`src/rtl/ca_pkt_pkg.sv`:
```
package ca_pkt_pkg;
  localparam int CA_W      = 8;
  localparam int BANK_W    = 5;
  localparam int COL_W     = 6;
  localparam int MRA_W     = 3;
  localparam int MRD_W     = 8;
  localparam int ACT_ROW_W = 9;  // row bits the packet can carry
  localparam int CMD_W     = 3;

  localparam logic [CMD_W-1:0] CMD_ACT = 3'd0;
  localparam logic [CMD_W-1:0] CMD_RD  = 3'd1;
  localparam logic [CMD_W-1:0] CMD_WR  = 3'd2;
  localparam logic [CMD_W-1:0] CMD_PRE = 3'd3;
  localparam logic [CMD_W-1:0] CMD_REF = 3'd4;
  localparam logic [CMD_W-1:0] CMD_MRW = 3'd5;

  localparam logic [1:0] CLS_ACT = 2'b00;
  localparam logic [1:0] CLS_COL = 2'b01;
  localparam logic [1:0] CLS_ROW = 2'b10;
  localparam logic [1:0] CLS_MRW = 2'b11;

  typedef struct packed {
    logic [CA_W-1:0] b0;
    logic [CA_W-1:0] b1;
  } pkt_t;
endpackage

```
`src/rtl/ca_beat_packer.sv`:
```
module ca_beat_packer
  import ca_pkt_pkg::*;
#(
  parameter int ROW_W = 14
) (
  input  logic [CMD_W-1:0]  cmd_i,
  input  logic [BANK_W-1:0] bank_i,
  input  logic [ROW_W-1:0]  row_i,
  input  logic [COL_W-1:0]  col_i,
  input  logic [MRA_W-1:0]  mr_addr_i,
  input  logic [MRD_W-1:0]  mr_data_i,
  output pkt_t              pkt_o,
  output logic              send_o,
  output logic              row_bad_o
);
  logic row_high;

  generate
    if (ROW_W > ACT_ROW_W) begin : g_row_chk
      assign row_high = |row_i[ROW_W-1:ACT_ROW_W];
    end else begin : g_row_fits
      assign row_high = 1'b0;
    end
  endgenerate

  logic [ACT_ROW_W-1:0] row_lo;
  assign row_lo = ACT_ROW_W'(row_i);

  always_comb begin
    pkt_o     = '0;
    send_o    = 1'b1;
    row_bad_o = 1'b0;
    unique case (cmd_i)
      CMD_ACT: begin
        pkt_o.b0  = {CLS_ACT, row_lo[8], bank_i};
        pkt_o.b1  = row_lo[7:0];
        row_bad_o = row_high;
        send_o    = !row_high;
      end
      CMD_RD:  begin
        pkt_o.b0 = {CLS_COL, 1'b0, bank_i};
        pkt_o.b1 = {2'b00, col_i};
      end
      CMD_WR:  begin
        pkt_o.b0 = {CLS_COL, 1'b1, bank_i};
        pkt_o.b1 = {2'b00, col_i};
      end
      CMD_PRE: pkt_o.b0 = {CLS_ROW, 1'b0, bank_i};
      CMD_REF: pkt_o.b0 = {CLS_ROW, 1'b1, 5'd0};
      CMD_MRW: begin
        pkt_o.b0 = {CLS_MRW, 2'b00, mr_data_i[7:4]};
        pkt_o.b1 = {mr_data_i[3:0], 1'b0, mr_addr_i};
      end
      default: send_o = 1'b0;
    endcase
  end
endmodule

```
`src/rtl/ca_beat_seq.sv`:
```
module ca_beat_seq
  import ca_pkt_pkg::*;
(
  input  logic            clk_i,
  input  logic            rst_ni,
  input  logic            accept_i,
  input  logic            send_i,
  input  logic            row_bad_i,
  input  pkt_t            pkt_i,
  output logic [CA_W-1:0] ca_o,
  output logic            cke_o,
  output logic            beat0_o,
  output logic            err_o
);
  logic            beat0_q;
  logic [CA_W-1:0] b1_q;

  always_ff @(posedge clk_i or negedge rst_ni) begin
    if (!rst_ni) begin
      beat0_q <= 1'b0;
      b1_q    <= '0;
      ca_o    <= '0;
      cke_o   <= 1'b0;
      err_o   <= 1'b0;
    end else if (beat0_q) begin
      // second beat always follows, cke held high
      beat0_q <= 1'b0;
      ca_o    <= b1_q;
      cke_o   <= 1'b1;
      err_o   <= 1'b0;
    end else begin
      err_o <= accept_i && row_bad_i;
      if (accept_i && send_i) begin
        beat0_q <= 1'b1;
        ca_o    <= pkt_i.b0;
        b1_q    <= pkt_i.b1;
        cke_o   <= 1'b1;
      end else begin
        ca_o  <= '0;
        cke_o <= 1'b0;
      end
    end
  end

  assign beat0_o = beat0_q;
endmodule

```
`src/rtl/ca_pkt_encoder.sv`:
```
module ca_pkt_encoder
  import ca_pkt_pkg::*;
#(
  parameter int ROW_W = 14
) (
  input  logic             clk_i,
  input  logic             rst_ni,
  input  logic             req_valid_i,
  output logic             req_ready_o,
  input  logic [2:0]       req_cmd_i,
  input  logic [4:0]       req_bank_i,
  input  logic [ROW_W-1:0] req_row_i,
  input  logic [5:0]       req_col_i,
  input  logic [2:0]       req_mr_addr_i,
  input  logic [7:0]       req_mr_data_i,
  output logic [7:0]       ca_o,
  output logic             cke_o,
  output logic             row_err_o
);
  pkt_t pkt;
  logic send, row_bad, beat0, accept;

  assign req_ready_o = !beat0;
  assign accept      = req_valid_i && req_ready_o;

  ca_beat_packer #(.ROW_W(ROW_W)) i_packer (
    .cmd_i     (req_cmd_i),
    .bank_i    (req_bank_i),
    .row_i     (req_row_i),
    .col_i     (req_col_i),
    .mr_addr_i (req_mr_addr_i),
    .mr_data_i (req_mr_data_i),
    .pkt_o     (pkt),
    .send_o    (send),
    .row_bad_o (row_bad)
  );

  ca_beat_seq i_seq (
    .clk_i     (clk_i),
    .rst_ni    (rst_ni),
    .accept_i  (accept),
    .send_i    (send),
    .row_bad_i (row_bad),
    .pkt_i     (pkt),
    .ca_o      (ca_o),
    .cke_o     (cke_o),
    .beat0_o   (beat0),
    .err_o     (row_err_o)
  );
endmodule

```
`config.mk`:
```
export PLATFORM = sky130hd
export DESIGN_NAME = ca_pkt_encoder
export DESIGN_NICKNAME = d
export VERILOG_FILES = /design/src/rtl/ca_pkt_pkg.sv /design/src/rtl/ca_beat_packer.sv /design/src/rtl/ca_beat_seq.sv /design/src/rtl/ca_pkt_encoder.sv
export SDC_FILE = /design/constraint.sdc
export NUM_CORES = 1
export LEC_CHECK = 0
export BUFFER_PORTS_ARGS = -buffer_cell sky130_fd_sc_hd__buf_2
export CORE_MARGIN = 2
export CORE_UTILIZATION = 30
export CTS_CLUSTER_DIAMETER = 120
export DETAILED_ROUTE_END_ITERATION = 10
export GPL_ROUTABILITY_DRIVEN = 0
export PLACE_DENSITY = 0.54
export SKIP_CTS_REPAIR_TIMING = 1
export SYNTH_ARGS = -nofsm -noshare
export SYNTH_HDL_FRONTEND = slang
export SYNTH_SLANG_ARGS = --single-unit
```
`constraint.sdc`:
```
create_clock -name clk_i -period 3.9 [get_ports clk_i]
set_input_delay 0.78 -clock clk_i [delete_from_list [all_inputs] [get_ports clk_i]]
set_output_delay 0.78 -clock clk_i [all_outputs]
set_load 0.05 [all_outputs]
```
==> reports/results.tsv <==
stage	metric	value	unit
outcome	status	finished clean	
worst_setup_path	slowest cell on the critical path	or4_4	
floorplanning	num rows	21	
logic_synthesis	Main synth FF type	dfrtp_1	
logic_synthesis	most common cell in the netlist	dfrtp_1	
grt	vias in the first global route	918	
grt	GR Overflow Total	0	
clock_network	Max clock buf depth	2	
timing	Min Hold Slack	0.407	ns
clock_network	CTS tree	done	
floorplanning	DIE HEIGHT	64.0	um
routing	ANT nets after route	0	
logic_synthesis	top post-synthesis cells by area	dfrtp_1 (44%), nand3b_1 (7.0%), mux2i_1 (6.5%)	
logic_synthesis	count of flip-flops with a built-in enable after synthesis	0	
clock_network	clk_lat worst skew	0.29	ns
logic_synthesis	Syn Area/Cell	9.91	um2
floorplanning	die area	0.00410	mm2
logic_synthesis	Synth Area in Compound Gates	14.0	%
worst_setup_path	reg2reg start	i_seq.beat0_o	
logic_synthesis	post-synthesis mux area share	15.5	%
timing	count of pins over their slew limit	0	
routing	via count	953	
routing	drt drc	0	
worst_setup_path	cells along the critical path	buf_2, or4_4, o21ai_2, nand3_4, mux2_4	
timing	# setup viols final	0	
layout	area of the multi-input gates	559	um2
job	MaxCap Viol Count	0	
worst_setup_path	WP data required	4.08	ns
power	Pwr Density	331	mW/mm2
logic_synthesis	YS warnings	0	
logic_synthesis	Synth top area share	44.0	%
logic_synthesis	Synth Area in Adders	0	%
layout	P&R area growth vs syn	28.4	%
logic_synthesis	Seq cells post-synth	19	
worst_setup_path	Worst Path Arrival	2.16	ns
routing	WL/cell	12.0	um
routing	1st-iter DRT viols	20	
floorplanning	Core ar.	0.00339	mm2
timing	min Tclk post-route	1.98	ns
logic_synthesis	Mapped Cells	109	
min_path	HP Class	input port to asynchronous set/reset pin	
timing	Max Clk Rate	505	MHz
logic_synthesis	Post-Synth Simple-Gate Area	22.2	%
worst_setup_path	critical path class	input port to register	
clock_network	CTS root buffer	clkbuf_4	
clock_network	Sink Count	19	
timing	Rel. slew slack	61.6	%
floorplanning	Starting Density	31.9	%
timing	Setup Skew	0.00886	ns
timing	RSZ-0062 raised after global routing	no	
layout	fin cells	203	
worst_setup_path	RR Endpoint	i_seq.b1_q[2]	
worst_setup_path	max incr delay on CP	0.52	ns
grt	first-pass GRT wire length	4060	um
floorplanning	Die W	64.0	um
logic_synthesis	cell area after synthesis	0.00108	mm2
logic_synthesis	XOR/XNOR share of the synthesized area	0	%
layout	Sequential cell area	475	um2
logic_synthesis	top post-synthesis cells by count	dfrtp_1 (19), nand2_1 (13), nand3b_1 (10)	
placement	IO Port Bufs	52	
logic_synthesis	Async SR Flop Fraction	100	%
worst_setup_path	Critical Path Start	req_row_i[9]	
worst_setup_path	r2r worst-path depth	3	
worst_setup_path	CP startpoint kind	input port	
grt	pin count of the biggest net entering global routing	34	
grt	initial antenna violation count	0	
worst_setup_path	CP Capture Point	i_seq.b1_q[2]	
grt	gr usage total	12.6	%
logic_synthesis	post-synth net total	151	
worst_setup_path	reg2reg setup slack	2.44	ns
layout	fin nets	200	
timing	Setup TNS	0	ns
layout	final core occ	40.9	%
timing	Tcrit/Tclk final	50.7	%
clock_network	Worst-path clk slew	0.10	ns
clock_network	CTS H-tree lvls	1	
routing	final wirelength	2440	um
routing	Vias/cell	4.69	
layout	layout cells sized above 1	42.0	%
logic_synthesis	Yosys top cell by area	dfrtp_1	
routing	First-pass DRT Iterations	4	
logic_synthesis	register area share after synthesis	44.0	%
timing	Slew @ Worst Pin	0.576	ns
layout	Filler Cell Count	341	
floorplanning	io pins	53	
logic_synthesis	Netlist cell types	26	
placement	placed instance count	199	
placement	Detail Placement HPWL	1890	um
power	peak supply drop	0.0000965	V
worst_setup_path	Setup crit end kind	register	
worst_setup_path	CP max FO	16	
logic_synthesis	main combinational cell family by area after synthesis	simple AND/OR/NAND/NOR gates	
clock_network	total CTS buffers	3	
layout	diode count	0	
timing	final hold violation count	0	
power	P_leak	0.694	nW
## worst max-delay path: cells and delay by family
kind            cells  cell delay (ns)
simple gates        2             0.74
mux                 1             0.35
compound gates      1             0.19
buf+inv             1             0.09
## where the power goes
| part | internal [mW] | switching [mW] | leakage (nW) | total (mW) |
|---|---|---|---|---|
| logic | 0.0533 | 0.0812 | 0.427 | 0.134 |
| clock network | 0.0397 | 0.0549 | 0.0150 | 0.0946 |
| registers | 0.220 | 0.0107 | 0.251 | 0.230 |
| total | 0.313 | 0.147 | 0.694 | 0.460 |
## flip-flops by register name (all words and copies together) (netlist names)
signal and flops:
i_seq.b1_q 8, i_seq.ca_o 8, i_seq.beat0_o 1, i_seq.cke_o 1, i_seq.err_o 1
## logic make-up (layout without fill, tap and decap cells)
logic type | count (synthesis) | count (layout)
AOI/OAI and AO/OA | 24 | 24
buffers and inverters | 10 | 58
DFF | 19 | 19
muxes | 15 | 15
and+or+nand+nor | 41 | 41
## placed cells by master, fill, tap and decap left out, types with 2 or more instances in the layout
master and instances:
nand3b_1 10, dfrtp_1 19, mux2_4 2, nand2_1 13, mux2_2 6, a31oi_1 4
nand3_1 2, o21ai_0 7, buf_2 52, inv_1 2, o211ai_1 5, clkbuf_4 3
a21oi_1 4, nor2_1 4, mux2i_1 7, nor2b_1 6, nand2b_1 2
## routing by layer
layer / vias to the layer above / global-route usage, % / wire length [um]
met2: 47 / 19.1 / 1020
met5: - / 0 / 0
met4: 0 / 4.89 / 8
met1: 421 / 17.5 / 1230
met3: 2 / 2.46 / 185
li1: 483 / - / -
## how the worst min path moves through the flow
stage	startpoint	endpoint	slack [ns]	cells after the start
floorplan	i_seq.b1_q[0]	i_seq.ca_o[0]	0.45	2
global placement	i_seq.b1_q[1]	i_seq.ca_o[1]	0.48	2
detailed placement	i_seq.b1_q[3]	i_seq.ca_o[3]	0.48	2
CTS	rst_ni	i_seq.cke_o	0.41	1
global route	rst_ni	i_seq.b1_q[3]	0.43	1
finish	rst_ni	i_seq.b1_q[3]	0.41	1
## layout make-up
cell class	instances	share of cell area, %
multi-input combinational	80	40.3
sequential	19	34.3
timing repair buffer	52	18.8
tap	46	4.15
clock buffer	4	1.90
inverter	2	0.542
## metrics by stage
stage	area [um2]	power, mW	setup WS (ns)
finish	1390	0.460	1.92
global placement	1360	0.368	1.63
CTS	1390	0.466	1.91
detailed placement	1360	0.371	1.60
floorplan	1080	0.326	1.74
global route	1390	0.488	1.82
Note: power is estimated with default switching activity, not from simulation.
